<file path="src/rtl/clksel_pkg.sv">
// Package: source codes and small helper functions shared by the
// clock select register and its checker. Assumes a 2-bit select code.
package clksel_pkg;

    localparam logic [1:0] CODE_OFF  = 2'b00;
    localparam logic [1:0] CODE_F533 = 2'b01;
    localparam logic [1:0] CODE_F400 = 2'b10;
    localparam logic [1:0] CODE_F266 = 2'b11;

    // True when a move would jump directly between the two fast sources.
    function automatic logic is_fast_pair(input logic [1:0] from_c, input logic [1:0] to_c);
        return ((from_c == CODE_F533) && (to_c == CODE_F400)) ||
               ((from_c == CODE_F400) && (to_c == CODE_F533));
    endfunction

    // One-hot source enable for a code; zero for the prohibited code.
    function automatic logic [2:0] code_to_enable(input logic [1:0] c);
        logic [2:0] e;
        case (c)
            CODE_F533: e = 3'b001;
            CODE_F400: e = 3'b010;
            CODE_F266: e = 3'b100;
            default:   e = 3'b000;
        endcase
        return e;
    endfunction

endpackage

</file>
<file path="src/rtl/clksel_wr_filter.sv">
// Write filter: merges the written select bits under their enable mask
// and decides whether the result is accepted, rejected or a no-op.
// Assumes the current code is never 00 (guaranteed by the top).
module clksel_wr_filter
    import clksel_pkg::*;
(
    input  logic       ctrl_wr,
    input  logic       busy,
    input  logic [1:0] cur_sel,
    input  logic [1:0] wr_field,
    input  logic [1:0] wr_mask,
    output logic       accept,
    output logic       reject,
    output logic [1:0] next_sel
);

    logic [1:0] merged;

    // Per-bit merge of written bits over the held code.
    assign merged = (cur_sel & ~wr_mask) | (wr_field & wr_mask);

    // Classify the write; busy or unchanged writes produce no action.
    always_comb begin
        accept   = 1'b0;
        reject   = 1'b0;
        next_sel = merged;
        if (ctrl_wr && !busy && (merged != cur_sel)) begin
            if ((merged == CODE_OFF) || is_fast_pair(cur_sel, merged)) begin
                reject = 1'b1;
            end else begin
                accept = 1'b1;
            end
        end
    end

endmodule

</file>
<file path="src/rtl/clksel_settle_timer.sv">
// Settle timer: models the source switch latency. A load holds busy
// high for SETTLE_CYCLES cycles; done pulses in the last busy cycle.
// Assumes SETTLE_CYCLES >= 1.
module clksel_settle_timer #(
    parameter int SETTLE_CYCLES = 8
) (
    input  logic clk,
    input  logic rst_n,
    input  logic load,
    output logic busy,
    output logic done
);

    localparam int CNT_W = $clog2(SETTLE_CYCLES + 1);
    localparam logic [CNT_W-1:0] LOAD_VAL = CNT_W'(SETTLE_CYCLES);
    localparam logic [CNT_W-1:0] LAST_VAL = CNT_W'(1);

    logic [CNT_W-1:0] cnt_q;

    // Down-counter loaded on an accepted change, stopping at zero.
    always_ff @(posedge clk) begin
        if (!rst_n) begin
            cnt_q <= '0;
        end else if (load) begin
            cnt_q <= LOAD_VAL;
        end else if (cnt_q != '0) begin
            cnt_q <= cnt_q - 1'b1;
        end
    end

    assign busy = (cnt_q != '0);
    assign done = (cnt_q == LAST_VAL);

endmodule

</file>
<file path="src/rtl/clksel_readback.sv">
// Read mux: presents the control register (select field only) and the
// status register (busy field and error flag). Unmapped addresses read 0.
// Assumes CTRL_ADDR != STAT_ADDR and all fields fit in REG_W.
module clksel_readback #(
    parameter int ADDR_W     = 4,
    parameter int REG_W      = 32,
    parameter int CTRL_ADDR  = 0,
    parameter int STAT_ADDR  = 1,
    parameter int SEL_SHIFT  = 0,
    parameter int STAT_SHIFT = 0,
    parameter int STAT_WIDTH = 1,
    parameter int ERR_BIT    = 8
) (
    input  logic [ADDR_W-1:0] rd_addr,
    input  logic [1:0]        sel,
    input  logic              busy,
    input  logic              err,
    output logic [REG_W-1:0]  rd_data
);

    // Address decode and field placement for reads.
    always_comb begin
        rd_data = '0;
        if (rd_addr == ADDR_W'(CTRL_ADDR)) begin
            rd_data[SEL_SHIFT +: 2] = sel;
        end else if (rd_addr == ADDR_W'(STAT_ADDR)) begin
            rd_data[STAT_SHIFT +: STAT_WIDTH] = {STAT_WIDTH{busy}};
            rd_data[ERR_BIT] = err;
        end
    end

endmodule

</file>
<file path="src/rtl/clksel_seq_reg.sv">
// Top: sequenced clock source select register. Holds the requested
// code, refuses illegal writes, runs the settle timer and then moves
// the active code. Synchronous active-low reset to the 266 MHz code.
// Assumes the select field plus its enables fit in the word.
module clksel_seq_reg
    import clksel_pkg::*;
#(
    parameter int ADDR_W        = 4,
    parameter int REG_W         = 32,
    parameter int CTRL_ADDR     = 0,
    parameter int STAT_ADDR     = 1,
    parameter int SEL_SHIFT     = 0,
    parameter int STAT_SHIFT    = 0,
    parameter int STAT_WIDTH    = 1,
    parameter int ERR_BIT       = 8,
    parameter int SETTLE_CYCLES = 8
) (
    input  logic              clk,
    input  logic              rst_n,
    input  logic              reg_wr_en,
    input  logic [ADDR_W-1:0] reg_wr_addr,
    input  logic [REG_W-1:0]  reg_wr_data,
    input  logic [ADDR_W-1:0] reg_rd_addr,
    output logic [REG_W-1:0]  reg_rd_data,
    output logic [1:0]        src_req,
    output logic [1:0]        src_active,
    output logic [2:0]        src_enable,
    output logic              switch_busy,
    output logic              sel_error
);

    localparam int HALF_W = REG_W / 2;
    localparam int WE_POS = SEL_SHIFT + HALF_W;

    logic       ctrl_wr, stat_wr;
    logic       accept, reject, done, busy;
    logic [1:0] next_sel;
    logic [1:0] sel_q, active_q;
    logic       err_q;
    logic       unused_wr_bits;

    assign ctrl_wr        = reg_wr_en && (reg_wr_addr == ADDR_W'(CTRL_ADDR));
    assign stat_wr        = reg_wr_en && (reg_wr_addr == ADDR_W'(STAT_ADDR));
    assign unused_wr_bits = ^reg_wr_data;

    clksel_wr_filter u_filter (
        .ctrl_wr  (ctrl_wr),
        .busy     (busy),
        .cur_sel  (sel_q),
        .wr_field (reg_wr_data[SEL_SHIFT +: 2]),
        .wr_mask  (reg_wr_data[WE_POS +: 2]),
        .accept   (accept),
        .reject   (reject),
        .next_sel (next_sel)
    );

    clksel_settle_timer #(
        .SETTLE_CYCLES (SETTLE_CYCLES)
    ) u_timer (
        .clk   (clk),
        .rst_n (rst_n),
        .load  (accept),
        .busy  (busy),
        .done  (done)
    );

    // Requested code: updated only by an accepted change.
    always_ff @(posedge clk) begin
        if (!rst_n) begin
            sel_q <= CODE_F266;
        end else if (accept) begin
            sel_q <= next_sel;
        end
    end

    // Active code: takes the requested code when the settle time ends.
    always_ff @(posedge clk) begin
        if (!rst_n) begin
            active_q <= CODE_F266;
        end else if (done) begin
            active_q <= sel_q;
        end
    end

    // Sticky error: set by a rejected write, cleared by write-one to status.
    always_ff @(posedge clk) begin
        if (!rst_n) begin
            err_q <= 1'b0;
        end else if (reject) begin
            err_q <= 1'b1;
        end else if (stat_wr && reg_wr_data[ERR_BIT]) begin
            err_q <= 1'b0;
        end
    end

    clksel_readback #(
        .ADDR_W     (ADDR_W),
        .REG_W      (REG_W),
        .CTRL_ADDR  (CTRL_ADDR),
        .STAT_ADDR  (STAT_ADDR),
        .SEL_SHIFT  (SEL_SHIFT),
        .STAT_SHIFT (STAT_SHIFT),
        .STAT_WIDTH (STAT_WIDTH),
        .ERR_BIT    (ERR_BIT)
    ) u_rd (
        .rd_addr (reg_rd_addr),
        .sel     (sel_q),
        .busy    (busy),
        .err     (err_q),
        .rd_data (reg_rd_data)
    );

    assign src_req     = sel_q;
    assign src_active  = active_q;
    assign src_enable  = code_to_enable(active_q);
    assign switch_busy = busy;
    assign sel_error   = err_q;

endmodule

</file>
<file path="config.mk">
export PLATFORM = sky130hd
export DESIGN_NAME = clksel_seq_reg
export DESIGN_NICKNAME = d
export VERILOG_FILES = /design/src/rtl/clksel_pkg.sv /design/src/rtl/clksel_wr_filter.sv /design/src/rtl/clksel_settle_timer.sv /design/src/rtl/clksel_readback.sv /design/src/rtl/clksel_seq_reg.sv
export SDC_FILE = /design/constraint.sdc
export NUM_CORES = 1
export LEC_CHECK = 0
export ABC_AREA = 1
export BUFFER_PORTS_ARGS = -buffer_cell sky130_fd_sc_hd__clkbuf_2
export CAP_MARGIN = 40
export CELL_PAD_IN_SITES_DETAIL_PLACEMENT = 0
export CELL_PAD_IN_SITES_GLOBAL_PLACEMENT = 1
export CORE_UTILIZATION = 20
export CTS_CLUSTER_SIZE = 16
export DETAILED_ROUTE_END_ITERATION = 16
export PLACE_DENSITY_LB_ADDON = 0.3
export SLEW_MARGIN = 20
export SYNTH_ARGS = -nofsm -noshare
export SYNTH_HDL_FRONTEND = slang
export SYNTH_HIERARCHICAL = 1
export SYNTH_SLANG_ARGS = --single-unit
</file>
<file path="constraint.sdc">
create_clock -name clk -period 1.26 [get_ports clk]
set_input_delay 0.252 -clock clk [delete_from_list [all_inputs] [get_ports clk]]
set_output_delay 0.252 -clock clk [all_outputs]
set_load 0.02 [all_outputs]
</file>
==> run_results.csv <==
group,metric,value,unit
grt,antenna_found_initial,0,
synth,synth_area_leaders,"buf_4, dfxtp_1, inv_1",
status,status,"finished, violations left",
layout,nets,226,
cts,ctsRootBufferMaster,"clkbuf_8",
synth,yosysMostFrequentCell,"buf_4",
timing,finalSetupViolCount,6,
layout,stdcell_count,229,
synth,ys.flop_type,"dfxtp_1",
worst_hold_path,hp-start,"rst_n",
route,dr_total_vias,829,
setup_path,critical_path.max_fanout,3,
floorplanning,initial_core_util,0.211,
power,p_comb_frac,0.631,
cts,cts_hold_buffers,0,
synth,async_flop_share,0,
layout,postLayoutCoreUtil,0.297,
setup_path,critPathLaunch,"u_timer/cnt_q[1]",
route,dr_wl_met2,925,um
grt,grt_usage,0.0853,
layout,drive_gt1_frac,0.374,
timing,hold_viol,0,
grt,grt_pass1_wl,2950,um
floorplanning,die-area,4580,um2
timing,fin_crit,1.45,ns
floorplanning,die_height,67.7,um
placement,gp_congestion,0.751,
synth,synth_largest_area_cell,"buf_4",
synth,netlist_area,863,um2
grt,grt_pass1_vias,750,
layout,antenna_cells,0,
route,vias_per_cell,3.62,
cts,htree_levels,1,
power,ir_drop,521,uV
route,dr_wl_met3,130,um
placement,numPortBuffers,27,
cts,cts_buffers,3,
cts,clkSinkCount,9,
worst_hold_path,hp-class,"primary input to flop",
setup_path,end_kind,"output pin",
route,firstDrtPassIters,4,
route,routed_wirelength,1880,um
status,violations,"negative setup slack",
placement,place_inst,222,
cts,cts_tree,"yes",
synth,syn_area_per_cell,6.44,um2
placement,dpl.hpwl,1550,um
synth,synth_largest_type_area_fraction,0.252,
synth,synth_seq_area_share,0.209,
timing,grt_setup_unrepaired,"yes",
power,switching_power,899,uW
grt,grt_overflow_total,0,
floorplanning,fp.dieW,67.7,um
setup_path,critPathArrivalTime,1.20,ns
power,power,2120,uW
synth,synth_seq_cells,9,
power,pwr-share-clk,0.163,
cts,cts.clk_slew.worst_paths,0.05,ns
route,ant_nets,0,
power,p_int,1220,uW
timing,finalCritPeriodShare,1.15,
setup_path,startpoint_type,"flop",
timing,skew,0.00516,ns
timing,max_freq,0.688,GHz
synth,netlist_top_cells_count,"buf_4, inv_1, nand2_1, nand3_1, nor2_1",
route,wl_per_cell,8.19,um
synth,synthCells,134,
floorplanning,num_rows,23,
floorplanning,core_area,4090,um2
synth,synth_cell_type_count,22,
timing,tns,-0.453,ns
power,power.share.sequential,0.205,
setup_path,worst_ep_required_time,1.01,ns
route,drc_errors,0,
cts,clock_path_buffers,2,
floorplanning,io_pins,84,
route,drtIter0Drc,12,
power,p_leak,0.000673,uW
placement,placed_cell_area,1080,um2
cts,insertion_delay,0.24,ns
power,p_sw_frac,0.424,
job,max_cap_viol_count,0,
timing,final_max_slew_viol_count,0,
route,drt-met1-wl,820,um
layout,final_area,1210,um2
grt,grt_max_degree,9,
setup_path,r2r-start,"u_timer/cnt_q[1]",
route,top_layer,"met3",
power,powerDensity,1750,nW/um2
synth,synth_edf_count,0,
timing,fin_ws,-0.193,ns
setup_path,critPathKind,"flop to output pin",
layout,area_growth,40.6,%
synth,yosysWarningCount,6,
stage by stage:
step / hold slack [ns] / worst slack [ns]
2_1_floorplan: 0.336 / -0.0330
3_3_place_gp: 0.496 / -0.205
3_5_place_dp: 0.518 / -0.262
4_1_cts: 0.267 / -0.217
5_1_grt: 0.275 / -0.232
6_report: 0.267 / -0.193
worst paths after layout:
| path | end | slack [ns] | cells after the start |
|---|---|---|---|
| max | switch_busy | -0.19 | 6 |
| min | src_req[0] | 0.27 | 2 |
| max reg2reg | u_timer/cnt_q[2] | -0.03 | 9 |
| min reg2reg | src_active[1] | 0.52 | 2 |
worst max-delay path, stage by stage, from the launching register on:
cell	delay, ns
dfxtp_2	0.32
inv_2	0.07
ha_4	0.17
nand2_8	0.05
buf_6	0.11
buf_4	0.12
buf_6	0.12
sequential cells by signal, indices dropped and copies added, names as in the netlist:
register,flops
src_req,2
src_active,2
sel_error,1
u_timer/cnt_q,4
routing by layer:
layer  vias to the layer above  GRT usage
li1                        440          -
met1                       352      0.104
met2                        37      0.146
met3                         0     0.0152
met4                         0     0.0319
met5                         -          0
final cells by class:
type,count,area [um2]
multi-input combinational,100,552
fill,466,2870
inverter,24,90.1
clock buffer,4,45.0
sequential,9,190
tap,50,62.6
timing repair buffer,42,274
power by group through the flow:
stage	Combinational (uW)	Sequential (uW)	Clock, uW
after floorplan	771	485	0
after global placement	1120	442	0
after detailed placement	1130	447	0
after CTS	1280	440	354
after global routing	1480	449	371
final	1340	435	346
timing repair:
action / CTS / global route
pin swaps: 4 / 4
hold endpoints to repair: 0 / 0
endpoints found under the setup margin: 10 / 11
setup buffers: 4 / 1
gates resized for setup: 12 / 11
cell usage in the layout, fill, tap and decap left out:
cell type / synthesis / layout
dfxtp_1: 9 / 5
nor3b_2: 2 / 2
dfxtp_4: 0 / 2
buf_4: 29 / 14
a21oi_2: 0 / 1
inv_2: 1 / 4
clkbuf_2: 0 / 24
conb_1: 1 / 29
a21oi_1: 4 / 3
nand2_1: 23 / 21
nand2_8: 0 / 1
o21bai_1: 1 / 1
nor2_1: 11 / 10
nand2_2: 1 / 2
o21a_1: 2 / 2
nor2_2: 3 / 3
nand3_1: 13 / 12
nor3b_4: 0 / 1
clkbuf_8: 0 / 3
ha_4: 0 / 2
nand3_2: 0 / 1
o21ai_1: 1 / 3
clkbuf_1: 0 / 1
or2_0: 1 / 1
nor3_1: 1 / 1
dfxtp_2: 0 / 2
nor2_4: 0 / 1
inv_1: 23 / 20
buf_6: 0 / 3
buf_8: 0 / 1
ha_1: 3 / 1
xnor2_1: 1 / 1
or2_1: 1 / 1
cells by family (layout without fill, tap and decap cells):
group	count (synthesis)	after routing	synth area share
simple gates	57	57	0.310
buf+inv	53	70	0.357
compound gates	10	10	0.0667
flops	9	9	0.209
fa+ha+maj	3	3	0.0435
other cells	1	29	0.00434
xor+xnor	1	1	0.0101
(Power assumes the default switching activity.)
